[src/rtl/tcu_pkg.sv]
package tcu_pkg;
  localparam int INSTR_W = 32;

  // opcode field and values
  localparam int OP_LO = 27;
  localparam logic [2:0] OP_JUMP = 3'd0;
  localparam logic [2:0] OP_CALL = 3'd1;
  localparam logic [2:0] OP_RET  = 3'd2;
  localparam logic [2:0] OP_INT  = 3'd3;
  localparam logic [2:0] OP_FLY  = 3'd4;

  // condition field positions
  localparam int PH_LO  = 24;
  localparam int TF_BIT = 21;
  localparam int ED_BIT = 18;
  localparam int EP_BIT = 17;
  localparam int EC_BIT = 16;
  localparam int MSK_LO = 8;
  localparam int REF_LO = 0;

  // masked byte equality: mask bit 1 ignores that bit
  function automatic logic byte_match(input logic [7:0] data,
                                      input logic [7:0] refv,
                                      input logic [7:0] mask);
    return ((data ^ refv) & ~mask) == 8'h00;
  endfunction

  // pointer arithmetic kept in one place
  function automatic logic [31:0] next_seq(input logic [31:0] ptr,
                                           input int unsigned step);
    return ptr + step;
  endfunction
endpackage

[src/rtl/tcu_cond.sv]
module tcu_cond
  import tcu_pkg::*;
(
  input  logic [2:0] exp_phase,
  input  logic       act_on_true,
  input  logic       en_carry,
  input  logic       en_phase,
  input  logic       en_data,
  input  logic [7:0] data_mask,
  input  logic [7:0] data_ref,
  input  logic       carry,
  input  logic [2:0] phase_lat,
  input  logic [7:0] data_in,
  output logic       taken
);
  logic phase_ok, data_ok, matched, any_en;

  always_comb begin
    phase_ok = !en_phase || (phase_lat == exp_phase);
    data_ok  = !en_data  || byte_match(data_in, data_ref, data_mask);
    matched  = en_carry ? carry : (phase_ok && data_ok);
    any_en   = en_carry || en_phase || en_data;
    taken    = !any_en || (matched == act_on_true);
  end
endmodule

[src/rtl/tcu_flags.sv]
module tcu_flags (
  input  logic clk,
  input  logic rst_n,
  input  logic set_irq,
  input  logic set_fly,
  input  logic clr_irq,
  input  logic clr_fly,
  output logic irq,
  output logic fly_flag
);
  always_ff @(posedge clk) begin
    if (!rst_n) begin
      irq      <= 1'b0;
      fly_flag <= 1'b0;
    end else begin
      irq      <= set_irq || (irq && !clr_irq);
      fly_flag <= set_fly || (fly_flag && !clr_fly);
    end
  end
endmodule

[src/rtl/tcu_xfer_ctl.sv]
module tcu_xfer_ctl
  import tcu_pkg::*;
#(
  parameter int AW          = 32,
  parameter int INSTR_BYTES = 8
) (
  input  logic                clk,
  input  logic                rst_n,
  input  logic                exec_valid,
  input  logic [INSTR_W-1:0]  instr,
  input  logic [AW-1:0]       addr_word,
  input  logic                alu_carry,
  input  logic [2:0]          bus_phase,
  input  logic                req_strobe,
  input  logic [7:0]          bus_data,
  input  logic                host_ip_we,
  input  logic [AW-1:0]       host_ip_data,
  input  logic                clr_irq,
  input  logic                clr_fly,
  output logic [AW-1:0]       ip,
  output logic [AW-1:0]       ret_addr,
  output logic [AW-1:0]       int_vector,
  output logic                irq,
  output logic                fly_flag,
  output logic                halted
);
  localparam logic [AW-1:0] STEP = AW'(INSTR_BYTES);

  logic [2:0]    phase_lat;
  logic [2:0]    op;
  logic          cond_taken;
  logic          exec_go;
  logic          set_irq, set_fly;
  logic [AW-1:0] seq_ip;
  logic          unused_bits;

  assign op          = instr[OP_LO +: 3];
  assign unused_bits = ^{instr[31:30], instr[23:22], instr[20:19]};
  assign exec_go     = exec_valid && !halted && !host_ip_we;
  assign seq_ip      = ip + STEP;
  assign set_irq     = exec_go && cond_taken && (op == OP_INT);
  assign set_fly     = exec_go && cond_taken && (op == OP_FLY);

  always_ff @(posedge clk) begin
    if (!rst_n)          phase_lat <= 3'd0;
    else if (req_strobe) phase_lat <= bus_phase;
  end

  tcu_cond i_cond (
    .exp_phase   (instr[PH_LO +: 3]),
    .act_on_true (instr[TF_BIT]),
    .en_carry    (instr[EC_BIT]),
    .en_phase    (instr[EP_BIT]),
    .en_data     (instr[ED_BIT]),
    .data_mask   (instr[MSK_LO +: 8]),
    .data_ref    (instr[REF_LO +: 8]),
    .carry       (alu_carry),
    .phase_lat   (phase_lat),
    .data_in     (bus_data),
    .taken       (cond_taken)
  );

  tcu_flags i_flags (
    .clk      (clk),
    .rst_n    (rst_n),
    .set_irq  (set_irq),
    .set_fly  (set_fly),
    .clr_irq  (clr_irq),
    .clr_fly  (clr_fly),
    .irq      (irq),
    .fly_flag (fly_flag)
  );

  always_ff @(posedge clk) begin
    if (!rst_n) begin
      ip         <= '0;
      ret_addr   <= '0;
      int_vector <= '0;
      halted     <= 1'b0;
    end else if (host_ip_we) begin
      ip     <= host_ip_data;
      halted <= 1'b0;
    end else if (exec_go) begin
      if (!cond_taken) begin
        ip <= seq_ip;
      end else begin
        case (op)
          OP_JUMP: ip <= addr_word;
          OP_CALL: begin
            ret_addr <= seq_ip;
            ip       <= addr_word;
          end
          OP_RET:  ip <= ret_addr;
          OP_INT: begin
            int_vector <= addr_word;
            halted     <= 1'b1;
            ip         <= seq_ip;
          end
          default: ip <= seq_ip;
        endcase
      end
    end
  end
endmodule

[config.mk]
export PLATFORM = sky130hd
export DESIGN_NAME = tcu_xfer_ctl
export DESIGN_NICKNAME = d
export VERILOG_FILES = /design/src/rtl/tcu_pkg.sv /design/src/rtl/tcu_cond.sv /design/src/rtl/tcu_flags.sv /design/src/rtl/tcu_xfer_ctl.sv
export SDC_FILE = /design/constraint.sdc
export NUM_CORES = 1
export LEC_CHECK = 0
export ABC_AREA = 1
export BUFFER_PORTS_ARGS = -buffer_cell sky130_fd_sc_hd__buf_2
export CAP_MARGIN = 20
export CORE_MARGIN = 2
export CORE_UTILIZATION = 40
export DETAILED_ROUTE_END_ITERATION = 12
export GPL_ROUTABILITY_DRIVEN = 0
export PLACE_DENSITY = 0.7
export SYNTH_ARGS = -nofsm -noshare
export SYNTH_HDL_FRONTEND = slang
export SYNTH_HIERARCHICAL = 1
export SYNTH_SLANG_ARGS = --single-unit
export TNS_END_PERCENT = 5
[constraint.sdc]
create_clock -name clk -period 1.9 [get_ports clk]
set_input_delay 0.095 -clock clk [delete_from_list [all_inputs] [get_ports clk]]
set_output_delay 0.095 -clock clk [all_outputs]
set_load 0.005 [all_outputs]
Yosys cells after proc, flatten, opt, wreduce, memory -nomap -nowiden --
Index checks and enable logic that the tools add are counted.
Storage, ports and cells: input port bits 115, output and inout bits 99, logic and storage cells 54, register bits after elaboration 102
Cells by class: equal/unequal tests 6, bitwise gates (word level) 5, add/subtract/negate cells 1, mux-type cells 5, reductions and logical operators 30
Operators with widths (count):
- $mux 32 | 3
- $pmux 32 s2 | 1
- $add 32x4->32 const B | 1
- $and 8x8->8 | 1
- $logic_and 1x1->1 | 8
- $logic_not 8->1 | 1
- $not 8->8 | 1
- $reduce_and 4->1 | 2
- $xor 8x8->8 | 1
- $logic_not 1->1 | 7
- $logic_or 1x1->1 | 7
- $eq 3x2->1 const B | 2
- $reduce_or 2->1 | 2
- $eq 3x1->1 const B | 1
- $eq 3x3->1 | 1
- $eq 3x3->1 const B | 1
- $logic_not 3->1 | 1
- $reduce_and 3->1 | 1
- $not 1->1 | 2
- $reduce_bool 2->1 | 1
- $eq 1x1->1 | 1
- $mux 1 | 1

Longest topological paths before layout --
Gate-level depths: netlist (run 1).
depth in word-level cells 11, depth in mapped cells 19, gate-level depth less buffers 18

Hierarchy --
Netlist (run 1), hierarchy kept.
By module, submodules not included:
- tcu_xfer_ctl | cells an instance 775, times used 1, area each 5122.4 µm², sequential area each 2001.9 µm²
- tcu_cond | cells an instance 62, times used 1, area each 277.8 µm², sequential area each 0.0 µm²
- tcu_flags | cells an instance 11, times used 1, area each 76.3 µm², sequential area each 40.0 µm²

Least setup slack after synthesis (run 1) --
Ideal clock, no wire load.
path type register to register, start point register phase_lat[0], end point register i_flags.irq, arrival 1809 ps, setup time 70 ps, period minus slack after synthesis 1878 ps, path buffers 3, path slack 22 ps, data required time 1830 ps, cell stages (with the launch flop) 15, path through dfxtp_1 > xnor2_1 > nand3_1 > a21oi_1 > nand2_1 > nand2_1 > nand2_1 > nand3_2 > buf_2 > nand2_2 > nor3_4 > buf_2 > buf_2 > inv_1 > a21oi_1
Between the ends: cells in the longest elaborated chain, start to end 9
RTL lines:
- from (decl) | line tcu_xfer_ctl.sv:29 | logic [2:0] phase_lat;
- from (signal assigned) | line tcu_xfer_ctl.sv:46 | else if (req_strobe) phase_lat <= bus_phase;
- $eq 3x3->1 | line tcu_cond.sv:19 | phase_ok = !en_phase || (phase_lat == exp_phase);
- $logic_or 1x1->1 | line tcu_cond.sv:19
- $logic_and 1x1->1 | line tcu_cond.sv:21 | matched = en_carry ? carry : (phase_ok && data_ok);
- $mux 1 | line tcu_cond.sv:21
- $eq 1x1->1 | line tcu_cond.sv:23 | taken = !any_en || (matched == act_on_true);
- $logic_or 1x1->1 | line tcu_cond.sv:23
- via cond_taken | line tcu_xfer_ctl.sv:31 | logic cond_taken;
- $logic_and 1x1->1 (2 in series) | line tcu_xfer_ctl.sv:41 | assign set_irq = exec_go && cond_taken && (op == OP_INT);
- via set_irq | line tcu_xfer_ctl.sv:33 | logic set_irq, set_fly;
- $logic_or 1x1->1 | line tcu_flags.sv:16 | irq <= set_irq || (irq && !clr_irq);
- to (signal assigned) | line tcu_flags.sv:16
- to (decl) | line tcu_flags.sv:8 | output logic irq,
The timed path passes the listed nets, and every way through them passes these cells. A chain may end at the register's enable or synchronous reset.

Worst setup path in the final report (run 1) --
start point register phase_lat[2], end point register ip[10]
Between the ends: cells in the longest elaborated chain, start to end 9
RTL lines:
- $eq 3x3->1 | line tcu_cond.sv:19
- $logic_or 1x1->1 | line tcu_cond.sv:19
- $logic_and 1x1->1 | line tcu_cond.sv:21
- $mux 1 | line tcu_cond.sv:21
- $eq 1x1->1 | line tcu_cond.sv:23
- $logic_or 1x1->1 | line tcu_cond.sv:23
- via cond_taken | line tcu_xfer_ctl.sv:31
- $mux 32 | line tcu_xfer_ctl.sv:84 | if (!cond_taken) begin
- $mux 32 | line tcu_xfer_ctl.sv:83 | end else if (exec_go) begin
- $mux 32 | line tcu_xfer_ctl.sv:80 | end else if (host_ip_we) begin
- to (signal assigned) | line tcu_xfer_ctl.sv:81 | ip <= host_ip_data;
- to (signal assigned) | line tcu_xfer_ctl.sv:85 | ip <= seq_ip;
- to (signal assigned) | line tcu_xfer_ctl.sv:88 | OP_JUMP: ip <= addr_word;
- to (decl) | line tcu_xfer_ctl.sv:20 | output logic [AW-1:0] ip,
The timed path passes the listed nets, and every way through them passes these cells. The select of a mux whose other input is x is not followed.

==> results by group, run 1 <==
Status
  • Status: complete, but fails checks
  • Failing checks: hold timing

Power and ir drop
  • Max VDD drop: 356 uV
  • Total power: 0.00529 W
  • PwrDens: 706 nW/um2
  • Leak: 3.75 nW

Floorplan
  • FP Rows: 42
  • Die X: 121 um
  • Area of the core: 13300 um2
  • Die H: 121 um
  • Initial Utilization: 41.2%
  • DIE AREA: 14600 um2
  • Number of I/O pins: 214

Final layout
  • Most frequent cells in the layout: buf_2 (207), nand2_1 (177), nor2_1 (120), dfxtp_1 (99), inv_1 (90)
  • Synth-to-Final Area Change: 36.9%
  • Commonest non-fill, non-tap cell in the layout: buf_2
  • # nets final: 1188
  • Multi-input gate area: 3010 um2
  • Share of layout cells above drive strength 1: 28.8%
  • FF/Latch Area: 2050 um2
  • Fill count: 1345

Routing
  • Drt total wl: 18.9 mm
  • DRC Markers: 0
  • Initial DRT Pass Iterations: 7
  • 1st-iter DRT viols: 429
  • Routed length per instance: 15.1 um
  • Routed via count: 6226
  • Antenna-violating nets left: 0
  • Vias/cell: 4.96

Yosys
  • FFs w/ async S/R, synth: 0%
  • Synth top area cells: dfxtp_1 (37%), nand2_1 (12%), nor2_1 (9.0%)
  • Post-synthesis cell area: 5480 um2
  • Post-synth EDFFs: 0
  • Mapped Cells: 848
  • Average footprint of a synthesized cell: 6.46 um2
  • Synth Register Bits: 102
  • Netlist cell types: 38
  • Sequential share of the synthesized area: 37.3%
  • Yosys Warn Count: 6
  • Yosys top cell by area: dfxtp_1
  • Share of the synthesized area in the top cell type: 37.3%
  • Net Count, Synth: 964
  • Dominant synthesized flop cell: dfxtp_1

Worst setup path
  • Top Family by Delay on Critical Path: simple AND/OR/NAND/NOR gates
  • CP bufs+invs: 1
  • Worst setup SP type: flop
  • CP peak stage delay: 0.32 ns
  • Setup crit start: phase_lat[2]$_SDFFE_PN0P_
  • Critical Path Sink Type: flop
  • CP Max Fanout: 5
  • Worst path slowest cell: dfxtp_2
  • Worst Setup Path Type: reg -> reg
  • Critical path depth in cells: 11
  • Cell mode on critical path: nand3_4
  • CP required: 2.18 ns
  • Worst path arrival time: 2.13 ns
  • FF-to-FF path depth: 11
  • CP Cell Sequence: xnor2_1, nand3_1, a21oi_2, nand2_2, nand3_2, nand3_4, buf_6, nand3_4, nand2_4, or2_2, a31oi_1
  • R2r startpoint: phase_lat[2]$_SDFFE_PN0P_

CTS
  • CTS tree: built
  • Maximum root-to-sink buffer count: 2
  • CTS buffer count: 9
  • Reg clk slew, reported paths: 0.07 ns
  • Root buf cell: clkbuf_16
  • Worst-Skew Late Latency: 0.36 ns
  • CTS sink cnt: 102
  • Htree depth: 3

Timing
  • Relative slew margins: 63.4%
  • RSZ-0062 raised after global routing: true
  • Minimum clock period: 1.85 ns
  • Maximum clock rate: 0.541 GHz
  • Setup Viol. Count Final: 0
  • Pins over their slew limit: 0
  • Period utilisation layout: 97.3%
  • Hold slack: -0.00193 ns
  • Least-Margin Pin Slew: 0.548 ns
  • Final Hold Viols: 1
  • Skew final: 0.00589 ns

Global route
  • First-pass GRT wire length: 29.0 mm
  • Remaining Overflow, GRT: 0
  • All-Layer GR Usage: 25.5%
  • Largest net degree at the start of global routing: 49
  • Initial antenna violation count: 1
  • Number of global-route vias before repair: 5724

Job
  • Max Cap Viol: 0

Hold path
  • Hold Crit Class: in -> reg
  • Hold path depth: 3
  • Worst hold path startpoint: addr_word[30]

Placement
  • DP HPWL: 14.0 mm
  • IO Port Bufs: 207
where the power goes:
| part | switching [W] | internal, W | leakage [nW] |
|---|---|---|---|
| sequential | 0.0000973 | 0.00222 | 0.832 |
| clock | 0.000847 | 0.00126 | 0.166 |
| combinational | 0.000487 | 0.000378 | 2.75 |
worst min-delay path: cells and delay by family:
| kind | cells | cell delay (ns) |
|---|---|---|
| buffers and inverters | 1 | 0.10 |
| and+or+nand+nor | 2 | 0.13 |
cell families (layout without fill, tap and decap cells):
family,Yosys count,count (layout),synth area share [%]
compound gates,221,221,21.5
fa+ha+maj,1,1,0.228
other cells,0,1,0
simple gates,358,358,26.8
buf+inv,143,372,10.5
flops,102,102,37.3
xor+xnor,23,23,3.68
final timing paths:
check / end / slack, ns
max reg2reg: ip[10]$_SDFFE_PN0P_ / 0.05
max: ip[10]$_SDFFE_PN0P_ / 0.05
min reg2reg: i_flags/fly_flag$_SDFF_PN0_ / 0.47
min: int_vector[30]$_SDFFE_PN0P_ / -0.002
what timing repair did:
action | in CTS | in global routing
hold buffers | 19 | 0
pin swaps | 0 | 7
endpoints found under the hold margin | 19 | 0
gates resized for setup | 5 | 76
buffers inserted | 0 | 1
setup endpoints to repair | 35 | 96
cell usage after synthesis, types with 2 or more instances:
library cell	n
o22ai_1	7
nor2_2	2
o211ai_1	2
buf_1	2
a22oi_1	10
inv_2	6
a21oi_1	80
a31oi_1	6
buf_4	6
or2_0	2
nor3_4	2
nor2_1	132
o221ai_1	4
xor2_1	11
nand3_2	3
nand3b_1	3
o21ai_0	96
buf_2	12
dfxtp_1	102
nor3_1	3
xnor2_1	12
or2_2	4
nand3_1	20
clkinv_1	3
clkbuf_1	21
nand2_1	182
inv_1	93
o21ai_1	12
cell type report:
cell class,count,share of cell area [%]
clock buffer,13,3.60
clock inverter,3,0.868
sequential,102,27.3
timing repair buffer,254,19.9
tap,176,2.94
multi-input combinational,603,40.2
inverter,102,5.17
antenna,1,0.0334
routing by layer:
layer / share of wire (%) / GRT usage (%) / routed length (um)
met1: 44 / 33.0 / 8350
met2: 46 / 41.3 / 8640
met3: 7.8 / 5.92 / 1480
met4: 2.4 / 9.38 / 457
met5: 0 / 0 / 0
stage by stage:
step / util (%) / setup WS (ns) / area (um2) / setup TNS (ns) / std cells
floorplan: - / 0.0216 / 5480 / 0 / 848
global placement: 51.0 / 0.0176 / 6780 / 0 / 1217
detailed placement: 51.0 / -0.0194 / 6780 / -0.0247 / 1217
CTS: 55.1 / 0.00689 / 7330 / 0 / 1252
global route: 56.4 / -0.139 / 7500 / -6.28 / 1254
finish: 56.4 / 0.0507 / 7500 / 0 / 1254
flip-flops by register name (all words and copies together), names as in the netlist:
register,count
halted,1
i_flags/fly_flag,1
phase_lat,3
i_flags/irq,1
ip,32
int_vector,32
ret_addr,32
Note: power is estimated with default switching activity, not from simulation.
==> inputs of run 2 (changes only) <==
- TNS_END_PERCENT: 5 -> 30
- clock period: 1.9 -> 1.6 ns (I/O delays scaled with it)
==> results by group, run 2 (synthesized netlist as in run 1, its figures left out) <==
Status
  • Status: complete, but fails checks
  • Failing checks: setup timing

Final layout
  • Share of layout cells above drive strength 1: 32.7%
  • Synth-to-Final Area Change: 47.2%
  • Multi-input gate area: 3060 um2
  • FF/Latch Area: 2050 um2
  • Most frequent cells in the layout: buf_2 (207), nand2_1 (179), nor2_1 (114), dfxtp_1 (99), inv_1 (90)
  • Finished Cell Area: 8060 um2
  • Final Util: 60.6%
  • # nets final: 1249
  • Fill count: 1276
  • Biggest regs: int_vector x32, ip x32, ret_addr x32
  • Commonest non-fill, non-tap cell in the layout: buf_2

Placement
  • Setup WS pre-CTS: -0.284 ns
  • IO Port Bufs: 207
  • Placed cell area: 7150 um2
  • DP HPWL: 14.1 mm

Routing
  • DRC Markers: 0
  • Routed via count: 6472
  • Drt total wl: 20.0 mm
  • Antenna-violating nets left: 0
  • 1st-iter DRT viols: 455
  • Routed length per instance: 15.2 um
  • Initial DRT Pass Iterations: 5
  • Vias/cell: 4.93

Floorplan
  • Area of the core: 13300 um2
  • Initial Utilization: 41.2%
  • Die H: 121 um
  • DIE AREA: 14600 um2
  • Die X: 121 um
  • Number of I/O pins: 214
  • FP Rows: 42

Global route
  • Largest net degree at the start of global routing: 49
  • Remaining Overflow, GRT: 0
  • First-pass GRT wire length: 30.3 mm
  • Number of global-route vias before repair: 6127
  • All-Layer GR Usage: 26.2%
  • Initial antenna violation count: 1

Power and ir drop
  • Leak: 4.04 nW
  • PwrDens: 735 nW/um2
  • Max VDD drop: 590 uV

Hold path
  • WHS Endpoint: int_vector[19]$_SDFFE_PN0P_
  • Worst hold path startpoint: addr_word[19]
  • Hold Crit Class: in -> reg
  • Hold path depth: 3

CTS
  • Htree depth: 3
  • Reg clk slew, reported paths: 0.07 ns
  • CTS sink cnt: 102
  • CTS tree: built
  • Root buf cell: clkbuf_16
  • CTS buffer count: 9
  • Worst-Skew Late Latency: 0.35 ns
  • Maximum root-to-sink buffer count: 2

Worst setup path
  • FF-to-FF setup slack: -0.30 ns
  • Critical Path Sink Type: flop
  • CP required: 1.89 ns
  • CP Max Fanout: 24
  • Worst setup SP type: flop
  • Worst Setup Path Type: reg -> reg
  • R2r startpoint: phase_lat[1]$_SDFFE_PN0P_
  • FF-to-FF path depth: 13
  • Worst R2R End: int_vector[30]$_SDFFE_PN0P_
  • Worst path arrival time: 2.19 ns

Timing
  • Skew final: 0.0142 ns
  • Least-Margin Pin Slew: 0.490 ns
  • Pins over their slew limit: 0
  • Final setup margin: -0.302 ns
  • Minimum clock period: 1.90 ns
  • Final Hold Viols: 0
  • RSZ-0062 raised after global routing: true
  • Maximum clock rate: 0.526 GHz
  • Hold slack: 0.00400 ns
  • Setup TNS: -20.29 ns
  • Period utilisation layout: 119%
  • Relative slew margins: 67.4%
  • Setup Viol. Count Final: 98

Job
  • Max Cap Viol: 0
run 2: layout make-up:
cell class / instances / area share [%]
Timing Repair Buffer: 315 / 25.9
Inverter: 102 / 4.87
Tap cell: 176 / 2.73
Clock inverter: 1 / 0.0931
Antenna cell: 1 / 0.0310
Clock buffer: 13 / 3.10
Multi-Input combinational cell: 603 / 37.9
Sequential cell: 102 / 25.4
run 2: report_power, final:
part / switching, W / internal [W] / total, W / leakage [nW]
Combinational: 0.000633 / 0.000535 / 0.00117 / 3.09
Sequential: 0.0000863 / 0.00264 / 0.00272 / 0.832
Clock: 0.000952 / 0.00108 / 0.00204 / 0.122
Total: 0.00167 / 0.00426 / 0.00593 / 4.04
run 2: worst max-delay path by stage:
stage / to / start / slack [ns]
finish: int_vector[30]$_SDFFE_PN0P_ / phase_lat[1]$_SDFFE_PN0P_ / -0.30
global route: int_vector[20]$_SDFFE_PN0P_ / phase_lat[0]$_SDFFE_PN0P_ / -0.48
floorplan: ret_addr[15]$_SDFFE_PN0P_ / phase_lat[0]$_SDFFE_PN0P_ / -0.19
CTS: ip[15]$_SDFFE_PN0P_ / phase_lat[2]$_SDFFE_PN0P_ / -0.23
global placement: ret_addr[28]$_SDFFE_PN0P_ / instr[5] / -0.24
detailed placement: ret_addr[17]$_SDFFE_PN0P_ / instr[5] / -0.28
run 2: worst max-delay path, stage by stage (launching register included):
cell and delay [ns]:
dfxtp_2 0.32, xnor2_1 0.12, nand3_1 0.10, a21oi_2 0.14, nand2_1 0.07, nand2_1 0.07, nand2_2 0.06, nand3_4 0.09
nand2_4 0.09, nor3_4 0.22, buf_6 0.15, clkbuf_16 0.20, o21ai_0 0.09, nor2_1 0.10
run 2: repair_timing:
item	4_1_cts	5_1_grt
gates resized for setup	24	78
endpoints found under the hold margin	26	0
pin swaps	2	8
cloned	1	3
buffers inserted	3	4
hold buffers	26	0
setup endpoints to repair	98	99
run 2: layer usage:
layer | track usage [%] | vias up | part of all wire, %
li1 | - | 3302 | -
met1 | 33.8 | 2923 | 45
met2 | 44.6 | 227 | 47
met3 | 4.75 | 20 | 6.6
met4 | 7.34 | 0 | 1.4
met5 | 0 | - | 0
run 2: stage by stage:
step / cells / power [W]
after floorplan: 848 / 0.00328
after global placement: 1261 / 0.00380
after detailed placement: 1261 / 0.00381
after CTS: 1305 / 0.00590
after global routing: 1313 / 0.00618
final: 1313 / 0.00593
